$ cat src/rtl/irq_arb_pkg.sv
package irq_arb_pkg;

    typedef enum logic [1:0] {
        PRIV_USER  = 2'd0,
        PRIV_SUPER = 2'd1,
        PRIV_RSVD  = 2'd2,
        PRIV_MACH  = 2'd3
    } priv_e;

    typedef enum logic [2:0] {
        SEL_MPEND = 3'd0,
        SEL_MEN   = 3'd1,
        SEL_DELEG = 3'd2,
        SEL_SPEND = 3'd3,
        SEL_SEN   = 3'd4
    } csr_sel_e;

    typedef enum logic {
        ARB_IDLE = 1'b0,
        ARB_FIRE = 1'b1
    } arb_state_e;

    // Interrupt bit positions (the arbitration priority depends on them)
    localparam int BIT_S_SOFT  = 1;
    localparam int BIT_M_SOFT  = 3;
    localparam int BIT_S_TIMER = 5;
    localparam int BIT_M_TIMER = 7;
    localparam int BIT_S_EXT   = 9;
    localparam int BIT_COPROC  = 12;

    localparam logic [63:0] DELEGABLE_64 = (64'd1 << BIT_S_SOFT) | (64'd1 << BIT_S_TIMER)
                                         | (64'd1 << BIT_S_EXT)  | (64'd1 << BIT_COPROC);
    localparam logic [63:0] SW_PEND_64   = (64'd1 << BIT_S_SOFT) | (64'd1 << BIT_S_TIMER);
    localparam logic [63:0] ENABLE_64    = DELEGABLE_64 | (64'd1 << BIT_M_SOFT)
                                         | (64'd1 << BIT_M_TIMER);

    // The reserved code 2 is handled as user level
    function automatic priv_e norm_priv(input logic [1:0] raw);
        if (raw == 2'd2) begin
            return PRIV_USER;
        end
        return priv_e'(raw);
    endfunction

endpackage

$ cat src/rtl/irq_arb_regs.sv
module irq_arb_regs
    import irq_arb_pkg::*;
#(
    parameter int NIRQ = 16
) (
    input  logic            clk_i,
    input  logic            rst_ni,
    input  logic [NIRQ-1:0] hw_pend_i,
    input  logic            we_i,
    input  logic [2:0]      sel_i,
    input  logic [NIRQ-1:0] wdata_i,
    input  logic [NIRQ-1:0] wmask_i,
    output logic [NIRQ-1:0] pend_o,
    output logic [NIRQ-1:0] en_o,
    output logic [NIRQ-1:0] deleg_o,
    output logic [NIRQ-1:0] rdata_o
);

    localparam logic [NIRQ-1:0] DELEG_OK = NIRQ'(DELEGABLE_64);
    localparam logic [NIRQ-1:0] PEND_OK  = NIRQ'(SW_PEND_64);
    localparam logic [NIRQ-1:0] EN_OK    = NIRQ'(ENABLE_64);

    logic [NIRQ-1:0] sw_pend_q, en_q, deleg_q;
    logic [NIRQ-1:0] pend_upd, en_upd, deleg_upd;

    // Per-register effective write mask: requested bits that are legal
    always_comb begin
        pend_upd  = '0;
        en_upd    = '0;
        deleg_upd = '0;
        if (we_i) begin
            case (csr_sel_e'(sel_i))
                SEL_MPEND: pend_upd  = wmask_i & PEND_OK;
                SEL_MEN:   en_upd    = wmask_i & EN_OK;
                SEL_DELEG: deleg_upd = wmask_i & DELEG_OK;
                SEL_SPEND: pend_upd  = wmask_i & PEND_OK & deleg_q;
                SEL_SEN:   en_upd    = wmask_i & EN_OK & deleg_q;
                default: ;
            endcase
        end
    end

    always_ff @(posedge clk_i or negedge rst_ni) begin
        if (!rst_ni) begin
            sw_pend_q <= '0;
            en_q      <= '0;
            deleg_q   <= '0;
        end else begin
            sw_pend_q <= (sw_pend_q & ~pend_upd)  | (wdata_i & pend_upd);
            en_q      <= (en_q      & ~en_upd)    | (wdata_i & en_upd);
            deleg_q   <= (deleg_q   & ~deleg_upd) | (wdata_i & deleg_upd);
        end
    end

    assign pend_o  = sw_pend_q | hw_pend_i;
    assign en_o    = en_q;
    assign deleg_o = deleg_q;

    always_comb begin
        case (csr_sel_e'(sel_i))
            SEL_MPEND: rdata_o = pend_o;
            SEL_MEN:   rdata_o = en_q;
            SEL_DELEG: rdata_o = deleg_q;
            SEL_SPEND: rdata_o = pend_o & deleg_q;
            SEL_SEN:   rdata_o = en_q & deleg_q;
            default:   rdata_o = '0;
        endcase
    end

    // registers hold when no write is strobed
    assert_hold_idle_R12: assert property (@(posedge clk_i) disable iff (!rst_ni)
        !we_i |=> ($stable(sw_pend_q) && $stable(en_q) && $stable(deleg_q)));

    // delegation changes only through its own select
    assert_deleg_own_sel_R8: assert property (@(posedge clk_i) disable iff (!rst_ni)
        (we_i && sel_i != 3'(SEL_DELEG)) |=> $stable(deleg_q));

    // supervisor enable writes leave non-delegated bits alone
    assert_sup_en_scope_R11: assert property (@(posedge clk_i) disable iff (!rst_ni)
        (we_i && sel_i == 3'(SEL_SEN)) |=> (((en_q ^ $past(en_q)) & ~$past(deleg_q)) == '0));

    // supervisor pending writes leave non-delegated bits alone
    assert_sup_pend_scope_R11: assert property (@(posedge clk_i) disable iff (!rst_ni)
        (we_i && sel_i == 3'(SEL_SPEND)) |=> (((sw_pend_q ^ $past(sw_pend_q)) & ~$past(deleg_q)) == '0));

endmodule

$ cat src/rtl/irq_arb_select.sv
module irq_arb_select
    import irq_arb_pkg::*;
#(
    parameter int NIRQ  = 16,
    parameter int IDX_W = $clog2(NIRQ)
) (
    input  logic             clk_i,
    input  logic             rst_ni,
    input  logic [NIRQ-1:0]  pend_i,
    input  logic [NIRQ-1:0]  en_i,
    input  logic [NIRQ-1:0]  deleg_i,
    input  logic [1:0]       priv_i,
    input  logic             mie_i,
    input  logic             sie_i,
    output logic             any_o,
    output logic [IDX_W-1:0] idx_o
);

    priv_e           cur_priv;
    logic            mach_ok, sup_ok;
    logic [NIRQ-1:0] live;
    logic [NIRQ-1:0] eligible;

    assign cur_priv = norm_priv(priv_i);
    assign mach_ok  = (cur_priv != PRIV_MACH) || mie_i;
    assign sup_ok   = (cur_priv == PRIV_USER) || ((cur_priv == PRIV_SUPER) && sie_i);
    assign live     = pend_i & en_i;

    // Per-bit gate: the handler level chosen by delegation picks the enable
    for (genvar b = 0; b < NIRQ; b++) begin : g_gate
        assign eligible[b] = live[b] & (deleg_i[b] ? sup_ok : mach_ok);
    end

    // Trailing-zero count: scanning downward leaves the smallest index
    always_comb begin
        idx_o = '0;
        for (int i = NIRQ - 1; i >= 0; i--) begin
            if (eligible[i]) begin
                idx_o = IDX_W'(i);
            end
        end
    end

    assign any_o = |eligible;

    // the reported winner is itself eligible
    assert_winner_live_R5: assert property (@(posedge clk_i) disable iff (!rst_ni)
        any_o |-> eligible[idx_o]);

    // nothing eligible below the winner
    assert_winner_lowest_R5: assert property (@(posedge clk_i) disable iff (!rst_ni)
        any_o |-> ((eligible & ((NIRQ'(1) << idx_o) - NIRQ'(1))) == '0));

    // at machine level a delegated bit never wins
    assert_mach_no_deleg_R4: assert property (@(posedge clk_i) disable iff (!rst_ni)
        (priv_i == 2'd3 && any_o) |-> !deleg_i[idx_o]);

    // a winner is both pending and enabled
    assert_winner_pend_en_R2: assert property (@(posedge clk_i) disable iff (!rst_ni)
        any_o |-> (pend_i[idx_o] && en_i[idx_o]));

endmodule

$ cat src/rtl/irq_arb_fsm.sv
module irq_arb_fsm
    import irq_arb_pkg::*;
#(
    parameter int XLEN  = 32,
    parameter int IDX_W = 4
) (
    input  logic             clk_i,
    input  logic             rst_ni,
    input  logic             any_i,
    input  logic [IDX_W-1:0] idx_i,
    output logic             take_o,
    output logic [XLEN-1:0]  cause_o
);

    arb_state_e      state_q, state_d;
    logic [XLEN-1:0] cause_d, cause_q;

    // Next-state selection
    always_comb begin
        state_d = state_q;
        unique case (state_q)
            ARB_IDLE: state_d = any_i ? ARB_FIRE : ARB_IDLE;  // IDLE_TO_FIRE / IDLE_STAY
            ARB_FIRE: state_d = any_i ? ARB_FIRE : ARB_IDLE;  // FIRE_STAY / FIRE_TO_IDLE
        endcase
    end

    // State register
    always_ff @(posedge clk_i or negedge rst_ni) begin
        if (!rst_ni) begin
            state_q <= ARB_IDLE;
        end else begin
            state_q <= state_d;
        end
    end

    // Output process: cause word formed for the state being entered
    always_comb begin
        cause_d = '0;
        if (state_d == ARB_FIRE) begin
            cause_d[XLEN-1]    = 1'b1;
            cause_d[IDX_W-1:0] = idx_i;
        end
    end

    always_ff @(posedge clk_i or negedge rst_ni) begin
        if (!rst_ni) begin
            cause_q <= '0;
        end else begin
            cause_q <= cause_d;
        end
    end

    assign take_o  = (state_q == ARB_FIRE);
    assign cause_o = cause_q;

    // an eligible interrupt is offered on the next cycle
    assert_take_follows_R6: assert property (@(posedge clk_i) disable iff (!rst_ni)
        any_i |=> take_o);

    // cause carries the interrupt flag and the previous winner
    assert_cause_shape_R6: assert property (@(posedge clk_i) disable iff (!rst_ni)
        any_i |=> (cause_o[XLEN-1] && cause_o[IDX_W-1:0] == $past(idx_i)
                   && cause_o[XLEN-2:IDX_W] == '0));

    // with nothing eligible the outputs go quiet
    assert_quiet_R7: assert property (@(posedge clk_i) disable iff (!rst_ni)
        !any_i |=> (!take_o && cause_o == '0));

    // no cause is shown without a take
    assert_no_stray_cause_R7: assert property (@(posedge clk_i) disable iff (!rst_ni)
        !take_o |-> (cause_o == '0));

endmodule

$ cat src/rtl/irq_arbiter.sv
module irq_arbiter
    import irq_arb_pkg::*;
#(
    parameter int XLEN = 32,
    parameter int NIRQ = 16
) (
    input  logic            clk_i,
    input  logic            rst_ni,
    input  logic [NIRQ-1:0] hw_pend_i,
    input  logic [1:0]      priv_i,
    input  logic            mie_i,
    input  logic            sie_i,
    input  logic            csr_we_i,
    input  logic [2:0]      csr_sel_i,
    input  logic [NIRQ-1:0] csr_wdata_i,
    input  logic [NIRQ-1:0] csr_wmask_i,
    output logic [NIRQ-1:0] csr_rdata_o,
    output logic            take_o,
    output logic [XLEN-1:0] cause_o
);

    localparam int IDX_W = $clog2(NIRQ);

    logic [NIRQ-1:0]  pend, en, deleg;
    logic             any_win;
    logic [IDX_W-1:0] win_idx;

    irq_arb_regs #(.NIRQ(NIRQ)) u_regs (
        .clk_i     (clk_i),
        .rst_ni    (rst_ni),
        .hw_pend_i (hw_pend_i),
        .we_i      (csr_we_i),
        .sel_i     (csr_sel_i),
        .wdata_i   (csr_wdata_i),
        .wmask_i   (csr_wmask_i),
        .pend_o    (pend),
        .en_o      (en),
        .deleg_o   (deleg),
        .rdata_o   (csr_rdata_o)
    );

    irq_arb_select #(.NIRQ(NIRQ), .IDX_W(IDX_W)) u_select (
        .clk_i   (clk_i),
        .rst_ni  (rst_ni),
        .pend_i  (pend),
        .en_i    (en),
        .deleg_i (deleg),
        .priv_i  (priv_i),
        .mie_i   (mie_i),
        .sie_i   (sie_i),
        .any_o   (any_win),
        .idx_o   (win_idx)
    );

    irq_arb_fsm #(.XLEN(XLEN), .IDX_W(IDX_W)) u_fsm (
        .clk_i   (clk_i),
        .rst_ni  (rst_ni),
        .any_i   (any_win),
        .idx_i   (win_idx),
        .take_o  (take_o),
        .cause_o (cause_o)
    );

endmodule

$ cat config.mk
export PLATFORM = sky130hd
export DESIGN_NAME = irq_arbiter
export DESIGN_NICKNAME = d
export VERILOG_FILES = /design/src/rtl/irq_arb_pkg.sv /design/src/rtl/irq_arb_regs.sv /design/src/rtl/irq_arb_select.sv /design/src/rtl/irq_arb_fsm.sv /design/src/rtl/irq_arbiter.sv
export SDC_FILE = /design/constraint.sdc
export NUM_CORES = 1
export LEC_CHECK = 0
export BUFFER_PORTS_ARGS = -buffer_cell sky130_fd_sc_hd__buf_2
export CORE_MARGIN = 2
export CORE_UTILIZATION = 35
export CTS_CLUSTER_SIZE = 30
export DETAILED_ROUTE_END_ITERATION = 7
export PLACE_DENSITY = 0.71
export SYNTH_ARGS = -nofsm -noshare
export SYNTH_HDL_FRONTEND = slang
export SYNTH_SLANG_ARGS = --single-unit
$ cat constraint.sdc
create_clock -name clk_i -period 2.2 [get_ports clk_i]
set_input_delay 0.11 -clock clk_i [delete_from_list [all_inputs] [get_ports clk_i]]
set_output_delay 0.11 -clock clk_i [all_outputs]
set_load 0.005 [all_outputs]
==> summary by stage, run 1 <==
Clocking
The tree is rooted in a clkbuf_8. Gates resized during post-CTS repair numbered 0. Post-CTS timing repair inserted 0 buffers for setup.

Counting the buffers created by CTS gives 3. Clock tree synthesis found a total of 17 sinks. In this run the number of H-tree levels came out at 1. Buffers inserted to repair hold after CTS numbered 1. The later pin in the worst-skew pair is clocked with a latency of 250 ps. The clock passes through at most 2 buffers. The clock edge transition at the registers on the reported setup and hold paths is 60 ps. TritonCTS built the clock tree.

Synthesis
The area share of the largest cell type after synthesis is 29.1%. A synthesized cell averages 8.65 um2. The synthesized instance count is 169. The cell area that synthesis handed to floorplanning was 0.00146 mm2. The most frequently used flop master after synthesis is dfrtp_1. The yosys synthesis warning count is 0.

The largest total area in the synthesized netlist belongs to dfrtp_1. The library cell with the highest instance count after synthesis is buf_4. After synthesis, the netlist uses 38 different library cells. In this run, synthesis produced a sequential element count of 17. The share of the yosys chip area belonging to registers is 29.1%. The fraction of registers with async set/reset is 100%. Ranked by instance count, the synthesized netlist is headed by buf_4 (30), nand2_1 (19), dfrtp_1 (17).

Sorting the synthesized cells by area gives the leading types as dfrtp_1 (29%), buf_4 (15%), mux2_1 (8.5%). The number of enable-type register cells in the synthesized netlist is 0.

Cells and area
The register cell area after layout is 425 um2. The final layout net count is 285. The antenna cell count is 0. The footprint of the multi-input gates is 888 um2. Summing all non-filler instances in the final layout gives an area of 0.00173 mm2. Relative to the synthesized area, the layout overhead comes to 18.0%. The layout has 414 filler cells. In the final layout, the share of cells above drive strength 1 is 31.9%.

Critical path
The number of buffers and inverters on the critical path is 2. In this design, the largest share of critical-path delay is due to buffers and inverters. The worst setup path is captured at a primary output. The critical path goes through buf_2 -> and2b_1 -> a21o_1 -> a21oi_1 -> o21ai_1 -> buf_2. The startpoint class of the critical path is an input pin. The slowest stage cell on the critical path is buf_2. The worst setup path is of the in -> out kind. The largest fanout on the critical path is 20.

The data required time at the worst endpoint is 2090 ps. The setup slack of the worst register-to-register path is 910 ps. The arrival time at the worst endpoint is 1280 ps. The dominant cell type by count on the critical path is buf_2. The stage delay of the slowest cell on the critical path is 320 ps.

Placement
The HPWL after detailed placement is 2680 um. The number of port buffers is 59. The routability-driven placement congestion ratio is 0.790. The post-detailed-placement cell area is 0.00167 mm2.

Power and ir drop
Registers are responsible for 44.7% of the overall power. IR analysis of the VDD net gives a maximum drop of 0.241 mV. The internal power is 0.699 mW.

Net switching is 33.3% of the power. The leakage dissipation is 0.881 nW. The clock network burns 21.9% of the power. Dividing total power by cell area gives a power density of 608 mW/mm2.

The combinational share of power is 33.3%. The analysis attributes to net switching a power of 0.350 mW.

STA
The clock arrives with 0.659 ps of skew. The part of the cycle the worst path needs is 63.3%. The clock period minus worst slack is 1390 ps. Setup repair after global routing left no endpoint under its margin.

The max-slew violation count is 0. For this run, the top clock speed supported by timing is 0.718 GHz. Setup violations remaining at the end of the flow were counted as 0. The count of endpoints failing hold in the final timing report was 0. Adding up every negative setup slack in the final design gives 0 ps.

Floorplanning
In this run the horizontal extent of the chip is 68.6 um. The area enclosed by the die boundary is 0.00471 mm2. The floorplan has 23 rows. The initial core utilization is 36.6%. The floorplan step set the die height to 68.6 um. The I/O pin total is 107. The total core area is 0.00400 mm2.

Status
The run finished with clean final reports.

Drt
The wire length per cell is 12.1 um. The first routing iteration left 46 violations. Summed over all layers, the routed wires come to 3340 um. Detailed routing inserted a total of 1318 vias. The first detailed-routing pass ran for 4 iterations. The number of design rule violations left after detail routing is 0. The detail route stage leaves a number of antenna-violating nets equal to 0. Using the TritonRoute via totals, the vias-per-cell ratio works out to 4.78.

Global routing
The first global-routing pass estimated 5060 um of wire. The total track usage is 14.3%. The initial antenna violation count is 0. The pin count of the biggest net entering global routing is 21. The final global-route overflow total is 0. The number of global-route vias before repair is 1124.

Flow run
The max capacitance violation total is 0.

Hold path
The worst hold path belongs to the class in -> reg.
[stage by stage]
stage / setup WS, ps / power [mW] / utilization [%] / std cells / hold slack, ps
after detailed placement: 748 / 0.826 / 41.8 / 271 / 50.6
after CTS: 807 / 1.06 / 43.2 / 276 / 75.9
final: 807 / 1.05 / 43.2 / 276 / 76.3
after global placement: 761 / 0.816 / 41.8 / 271 / 48.8
after global routing: 719 / 1.13 / 43.2 / 276 / 76.3
after floorplan: 1010 / 0.728 / - / 195 / -186
[cell type report]
cell class,count,share of cell area [%]
repair buffers,60,17.7
clock buffers,4,2.61
multi-input cells,145,51.4
flip-flops and latches,17,24.6
well taps,50,3.62
[power groups by stage]
| stage | sequential (mW) | combinational, mW | clock (mW) |
|---|---|---|---|
| 2_1_floorplan | 0.461 | 0.266 | 0 |
| 3_3_place_gp | 0.475 | 0.341 | 0 |
| 3_5_place_dp | 0.476 | 0.350 | 0 |
| 4_1_cts | 0.470 | 0.352 | 0.237 |
| 5_1_grt | 0.486 | 0.397 | 0.250 |
| 6_report | 0.469 | 0.350 | 0.230 |
[cell usage in the layout (no fill, tap or decap), types with 2 or more instances in the layout]
| cell type | Yosys | final |
|---|---|---|
| and3_1 | 3 | 3 |
| nand2b_1 | 2 | 2 |
| mux2i_1 | 4 | 4 |
| conb_1 | 1 | 27 |
| o22ai_1 | 5 | 5 |
| o211ai_1 | 4 | 4 |
| nand2_1 | 19 | 19 |
| mux2_1 | 11 | 11 |
| clkbuf_8 | 0 | 3 |
| o21ai_0 | 3 | 3 |
| a31o_2 | 2 | 2 |
| dfrtp_1 | 17 | 17 |
| nor2b_2 | 3 | 3 |
| nand3_1 | 5 | 5 |
| and2_1 | 11 | 11 |
| a31oi_1 | 5 | 5 |
| a21oi_1 | 7 | 7 |
| nor3_1 | 5 | 5 |
| nor2_1 | 11 | 11 |
| nor4bb_1 | 2 | 2 |
| buf_2 | 2 | 59 |
[routing by layer]
| layer | vias to the layer above | GRT usage, % | share of wire [%] | wire length (um) |
|---|---|---|---|---|
| li1 | 656 | - | - | - |
| met1 | 604 | 18.7 | 42 | 1390 |
| met2 | 54 | 22.6 | 48 | 1590 |
| met3 | 4 | 4.22 | 9.9 | 329 |
| met4 | 0 | 4.50 | 0.66 | 22 |
| met5 | - | 0 | 0 | 0 |
[kinds of logic after synthesis]
group / share of synthesized area [%]
AO/OA/AOI/OAI: 15.7
AND/OR/NAND/NOR: 26.9
buffers and inverters: 16.9
flip-flops: 29.1
multiplexers: 11.2
other: 0.256
[path summary, 6_finish.rpt]
path / startpoint / end / depth (start not counted)
max in group asynchronous: rst_ni / asynchronous set/reset pin / 2
max reg2reg: register / register / 3
min in group asynchronous: rst_ni / u_fsm.take_o / 2
min reg2reg: register / register / 1
min: csr_wdata_i[3] / register / 2
max: csr_sel_i[0] / csr_rdata_o[1] / 6
Power figures use the tool's default switching activity.
==> run 2, diff against run 1 <==
Settings changed: ABC_AREA set to 1, PLACE_DENSITY 0.71 to 0.75.
Clock period 2.2 ns to 1.1 ns, I/O delays scaled along.
==> summary by stage, run 2 <==
Synthesis
The share of the yosys chip area belonging to registers is 30.3%. The library cell with the highest instance count after synthesis is nand2_1. Of all cell types, the one taking the most synthesized area is dfrtp_1.

Counting flops with a built-in enable in the synthesized netlist gives 0. The distinct cell type count of the synthesized netlist is 24. For this run, asynchronously set or reset flops after synthesis account for 100%.

Synthesis produced 218 cells. Averaged over all synthesized cells, the footprint is 6.44 um2. Ranked by total cell area, the synthesized netlist is headed by dfrtp_1 (30%), buf_4 (15%), nand2_1 (14%). After synthesis, the most frequently instantiated cells are nand2_1 (53), inv_1 (34), buf_4 (28). The number of flip-flops and latches in the synthesized netlist is 17. For this run, the leading register cell type out of synthesis is dfrtp_1. In this run the biggest area consumer among cell types represents 30.3% of the synthesized area.

The yosys synthesis warning count is 0. In this run the cell area of the synthesized design comes to 0.00140 mm2.

Global routing
The number of global-route vias before repair is 1222. For this run, global-route usage on met3 was measured as 2.17%. The first global-routing pass estimated 5320 um of wire. The met2 track demand over resource is 25.7%. The total track usage is 15.5%.

The pin count of the biggest net entering global routing is 18. The final global-route overflow total is 0. The most congested layer reported by global routing is met2. The initial antenna violation count is 0. The global-route met1 utilization is 19.9%.

STA
The total negative slack is -458 ps. In the finished design, the share of the clock period the worst path needs comes to 120%. Setup repair after global routing could not meet its margin everywhere. The max-slew violation count came to 0.

The highest clock frequency the design can meet is 0.759 GHz. The count of endpoints failing hold in the final timing report is 0. Setup violations remaining at the end of the flow were counted as 4. The clock tree skew after final layout is 1.59 ps. For the finished layout, the period the worst path requires is 1320 ps.

The least setup slack across all paths after layout is -217 ps.

Critical path
Counting both buffers and inverters, the worst setup path holds a total of 2. The destination of the worst register-to-register timing path is u_fsm.cause_o[3]. The category of the worst setup path capture point is a primary output. For the worst setup path, the data arrival time is 1260 ps.

In this run the worst path has a maximum fanout of 2. The critical path crosses 5 cells after its start point. The worst-case reg-to-reg path depth is 7.

The startpoint class of the critical path is a register. The critical path goes through nor2_2 -> buf_4 -> o22ai_1 -> nand3b_1 -> buf_2. For this design, the slowest cell found on the critical path is dfrtp_1. Grouping stages by cell kind, the critical path spends the most delay in flip-flops.

The category of the critical setup timing path is reg -> out. The largest single stage delay on the critical path is 390 ps. The data required time at the worst endpoint is 1040 ps. The setup slack of the worst register-to-register path is 70 ps.

Floorplanning
The floorplan step set the die width to 67.3 um. The area enclosed by the die boundary is 0.00453 mm2. Once the floorplan was initialized, standard cells occupied 35.6% of the core. The placement row count is 23.

The total core area is 0.00394 mm2. The die height is 67.3 um. In this run the count of I/O pins placed on the die edge is 107.

Clocking
The maximum buffer depth of the clock tree is 2. The CTS tree is yes. The clock insertion delay at the later pin of the skew report is 260 ps. The clock edge transition at the registers on the reported setup and hold paths is 70 ps. The total number of H-tree levels is 1.

The tree is rooted in a clkbuf_8. The total CTS buffers is 3. Counting every sink on the clock net gives 17.

Placement
Once placement completed, the tool counted placed cells totaling 331. The routability-driven placement congestion ratio is 0.858. The number of port buffers is 59. The HPWL after detailed placement is 2710 um.

Cells and area
In the layout the commonest cells are buf_2 (59), nand2_1 (50), inv_1 (32). The antenna cell count is 0. Compared with the post-synthesis result, the final layout area differs by 30.3%. The net count of the finished layout is 348. The leading cell type in the layout, fill and taps excluded is buf_2. After the flow finishes, the layout carries non-filler instances totaling 339.

In the final layout, the share of cells above drive strength 1 is 33.6%.

Drt
The wire length per cell is 10.1 um. The starting DRC count in detailed routing is 41. The post-detailed-routing wire length is 3420 um. The detailed-route vias per instance is 4.43. The count of nets left with antenna violations once routing finished came out at 0. For this block, the via count after detailed routing is 1501. The number of design rule violations left after detail routing is 0.

The first detailed-routing pass ran for 4 iterations.

Status
The final reports fail on negative setup slack. The run finished, with violations left.

Hold path
The cell depth of the worst hold path is 3. The type of the most critical hold path is in -> reg. In this run the most critical hold path is launched from csr_wdata_i[3].

Power and ir drop
The maximum vdd drop is 0.509 mV. For this design the static power due to leakage is 1.08 nW. In this run the power density over the cells is 1190 mW/mm2.

Flow run
The max capacitance violation total is 0.
run 2: kinds of logic after synthesis:
kind of cell / share of synthesized area, %
AO/OA/AOI/OAI: 11.3
flip-flops: 30.3
AND/OR/NAND/NOR: 32.5
buffers and inverters: 25.6
other: 0.267
run 2: through the flow:
step | power, mW | instance area, um2 | hold slack, ps | setup WS [ps] | utilization (%)
after global routing | 2.36 | 1830 | 61.7 | -275 | 46.4
final | 2.18 | 1830 | 34.8 | -217 | 46.4
after floorplan | 1.36 | 1500 | -241 | 114 | -
after detailed placement | 1.60 | 1700 | 4.79 | 7.51 | 43.2
after CTS | 2.12 | 1780 | 36.4 | -240 | 45.1
after global placement | 1.58 | 1700 | -2.65 | 29.7 | 43.2
run 2: worst min-delay path: stages:
cell and delay (ps):
buf_2 90, inv_1 40, o21ai_0 70
run 2: area by class of cell:
class	instances	area (um2)
clock buffers	3	41.3
clock inverters	1	5.00
fillers	431	2110
inverters	36	135
multi-input cells	160	758
flip-flops and latches	17	428
well taps	50	62.6
repair buffers	72	399
run 2: worst max-delay path by stage:
stage,startpoint,endpoint,slack [ps]
final,register,csr_rdata_o[5],-220
after global routing,register,csr_rdata_o[5],-270
after CTS,register,csr_rdata_o[5],-240
after detailed placement,register,u_fsm.cause_o[0],8
after global placement,register,u_fsm.cause_o[0],30
after floorplan,register,u_fsm.cause_o[0],110
run 2: power by group:
part           internal, mW  total, mW  switching [mW]
logic                 0.369      0.800           0.431
registers             0.783      0.898           0.115
clock network         0.252      0.484           0.232
run 2: routing by layer:
layer | vias up | routed length [um]
li1 | 771 | -
met1 | 657 | 1440
met2 | 68 | 1620
met3 | 5 | 315
met4 | 0 | 45
met5 | - | 0
run 2: repair_timing:
item,CTS,global route
endpoints found under the hold margin,17,0
buffers inserted,1,2
pin swaps,5,6
endpoints found under the setup margin,6,11
resized for setup,3,16
hold buffers,1,0
==> run 3, diff against run 2 <==
Settings changed: MAX_ROUTING_LAYER set to met4.
==> summary by stage, run 3 (synthesis gave the netlist of run 2 again) <==
Status
The flow ran to the end, but the final reports show violations. The final reports fail on negative setup slack.

STA
The count of endpoints failing hold in the final timing report was 0. The worst path uses 120% of the clock period. After layout, the worst setup slack is -218 ps. The final-report setup violation count is 4.

Setup repair after global routing could not meet its margin everywhere. On the final layout, the worst clock skew is 1.58 ps. The max-slew violation count is 0. The clock period minus worst slack is 1320 ps.

The highest clock frequency the design can meet is 0.759 GHz.

Drt
After detailed routing, the number of remaining DRC violations is 0. The first routing iteration left 48 violations. The via count of the routed design is 1515. The pre-antenna-repair detailed-routing pass consisted of 4 iterations. The wire length per cell is 10.1 um. The post-detailed-routing wire length is 3410 um. In the routed layout, each cell is associated on average with a via count of 4.47. The count of nets left with antenna violations once routing finished came out at 0.

Critical path
For the worst setup path, the data arrival time is 1260 ps. The critical path's top delay family is flip-flops. Along the worst path, the maximum fanout reaches 2. The category of the critical setup timing path is reg -> out. The number of buffers and inverters on the critical path is 2. Among all stages on the critical path, the largest delay is contributed by dfrtp_1. The data required time at the worst endpoint is 1040 ps. STA classifies the critical path endpoint as a primary output. The startpoint class of the critical path is a register.

Traced cell by cell, the critical path runs through nor2_2 -> buf_4 -> o22ai_1 -> nand3b_1 -> buf_2. The stage delay of the slowest cell on the critical path is 390 ps.

Placement
The HPWL after detailed placement is 2710 um. During placement, the flow inserted port buffers numbering 59. The routability-driven placement congestion ratio is 0.872.

The number of cells in the design after placement is 331.

Cells and area
In the final layout, the share of cells above drive strength 1 is 33.6%. The area growth from synthesis to layout is 30.3%. The library cell used most frequently in the layout, excluding fill and tap cells, is buf_2.

The repair_antennas step left the layout with diodes totalling 0. The finished layout holds 339 standard cells, fillers aside. The library cells used most frequently in the layout, excluding fill and tap cells, are buf_2 (59), nand2_1 (50), inv_1 (32). The final layout net count is 348.

Clocking
For the worst-skew pair, the clock arrives at the later sink with an insertion delay of 260 ps. The total number of H-tree levels is 1. CTS placed an instance of clkbuf_8 at the clock tree root. The total CTS buffers is 3. TritonCTS built the clock tree.

The maximum buffer depth of the clock tree is 2. Clock-pin slew was measured on the worst setup and hold paths at 70 ps. The number of sinks on the clock net is 17.

Power and ir drop
The power per cell area is 1190 mW/mm2. The leakage dissipation is 1.08 nW. The maximum vdd drop is 0.509 mV. The sum of internal, switching and leakage power is 2.18 mW.

Floorplanning
The total core area is 0.00394 mm2. In this run the core area contains 23 standard-cell rows. Measured along the y axis, the die boundary spans 67.3 um. Measured along the x axis, the die boundary spans 67.3 um. The I/O pin total is 107. The area enclosed by the die boundary is 0.00453 mm2. The initial utilization of the core area, before any placement, comes to 35.6%.

Global routing
Global routing consumed, over all layers together, 16.0% of the routing resources. The first global-routing pass estimated 5320 um of wire. The pin count of the biggest net entering global routing is 18. The number of global-route vias before repair came to 1222. The final global-route overflow total is 0.

The initial antenna violation count is 0.

Flow run
The max capacitance violation total is 0.

Hold path
The tightest min-delay check is of the in -> reg type.
[run 3: cell counts in the layout (fill, tap and decap cells not counted)]
Identical to the previous run, type by type.
[run 3: cell type report]
class                   count  area, um2
clock buffers               3       41.3
clock inverters             1       5.00
fillers                   431       2110
inverters                  36        135
multi-input cells         160        758
flip-flops and latches     17        428
well taps                  50       62.6
repair buffers             72        399
[run 3: tightest hold or removal path: cells and delay by family]
family	cells	cell delay, ps
compound gates	1	70
buf+inv	2	130
[run 3: layer usage]
metal | track usage, % | vias up | part of all wire, %
met3 | 1.83 | 5 | 8.7
met5 | - | - | 0
met4 | 7.40 | 0 | 1.3
met2 | 25.7 | 76 | 47
li1 | - | 772 | -
met1 | 20.1 | 662 | 43
[run 3: repair_timing]
item	in CTS	in global routing
setup buffers	1	2
hold buffers	1	0
endpoints found under the hold margin	17	0
gates cloned	0	0
setup endpoints to repair	6	11
resized for setup	3	16
pin swaps	5	6
[run 3: path summary, 6_finish.rpt]
kind | start | end | slack, ps | depth (start not counted)
max in group asynchronous | rst_ni | asynchronous set/reset pin | 510 | 2
hold reg to reg | register | register | 500 | 2
setup reg to reg | register | u_fsm.cause_o[3] | 80 | 7
setup / recovery | register | csr_rdata_o[5] | -220 | 5
min in group asynchronous | rst_ni | u_fsm.take_o | 270 | 2
hold / removal | csr_wdata_i[3] | register | 30 | 3
[run 3: per-stage QoR]
stage	cell area (um2)	TNS (ps)	hold slack [ps]	setup WS, ps	utilization [%]
3_3_place_gp	1700	0	-2.65	29.7	43.2
6_report	1830	-468	34.5	-218	46.4
4_1_cts	1780	-492	36.4	-240	45.1
2_1_floorplan	1500	0	-241	114	-
5_1_grt	1830	-898	61.7	-275	46.4
3_5_place_dp	1700	0	4.79	7.51	43.2
[run 3: where the power goes]
part / total, mW / internal [mW] / switching, mW
Clock: 0.485 / 0.252 / 0.233
Combinational: 0.800 / 0.369 / 0.431
Sequential: 0.897 / 0.783 / 0.114
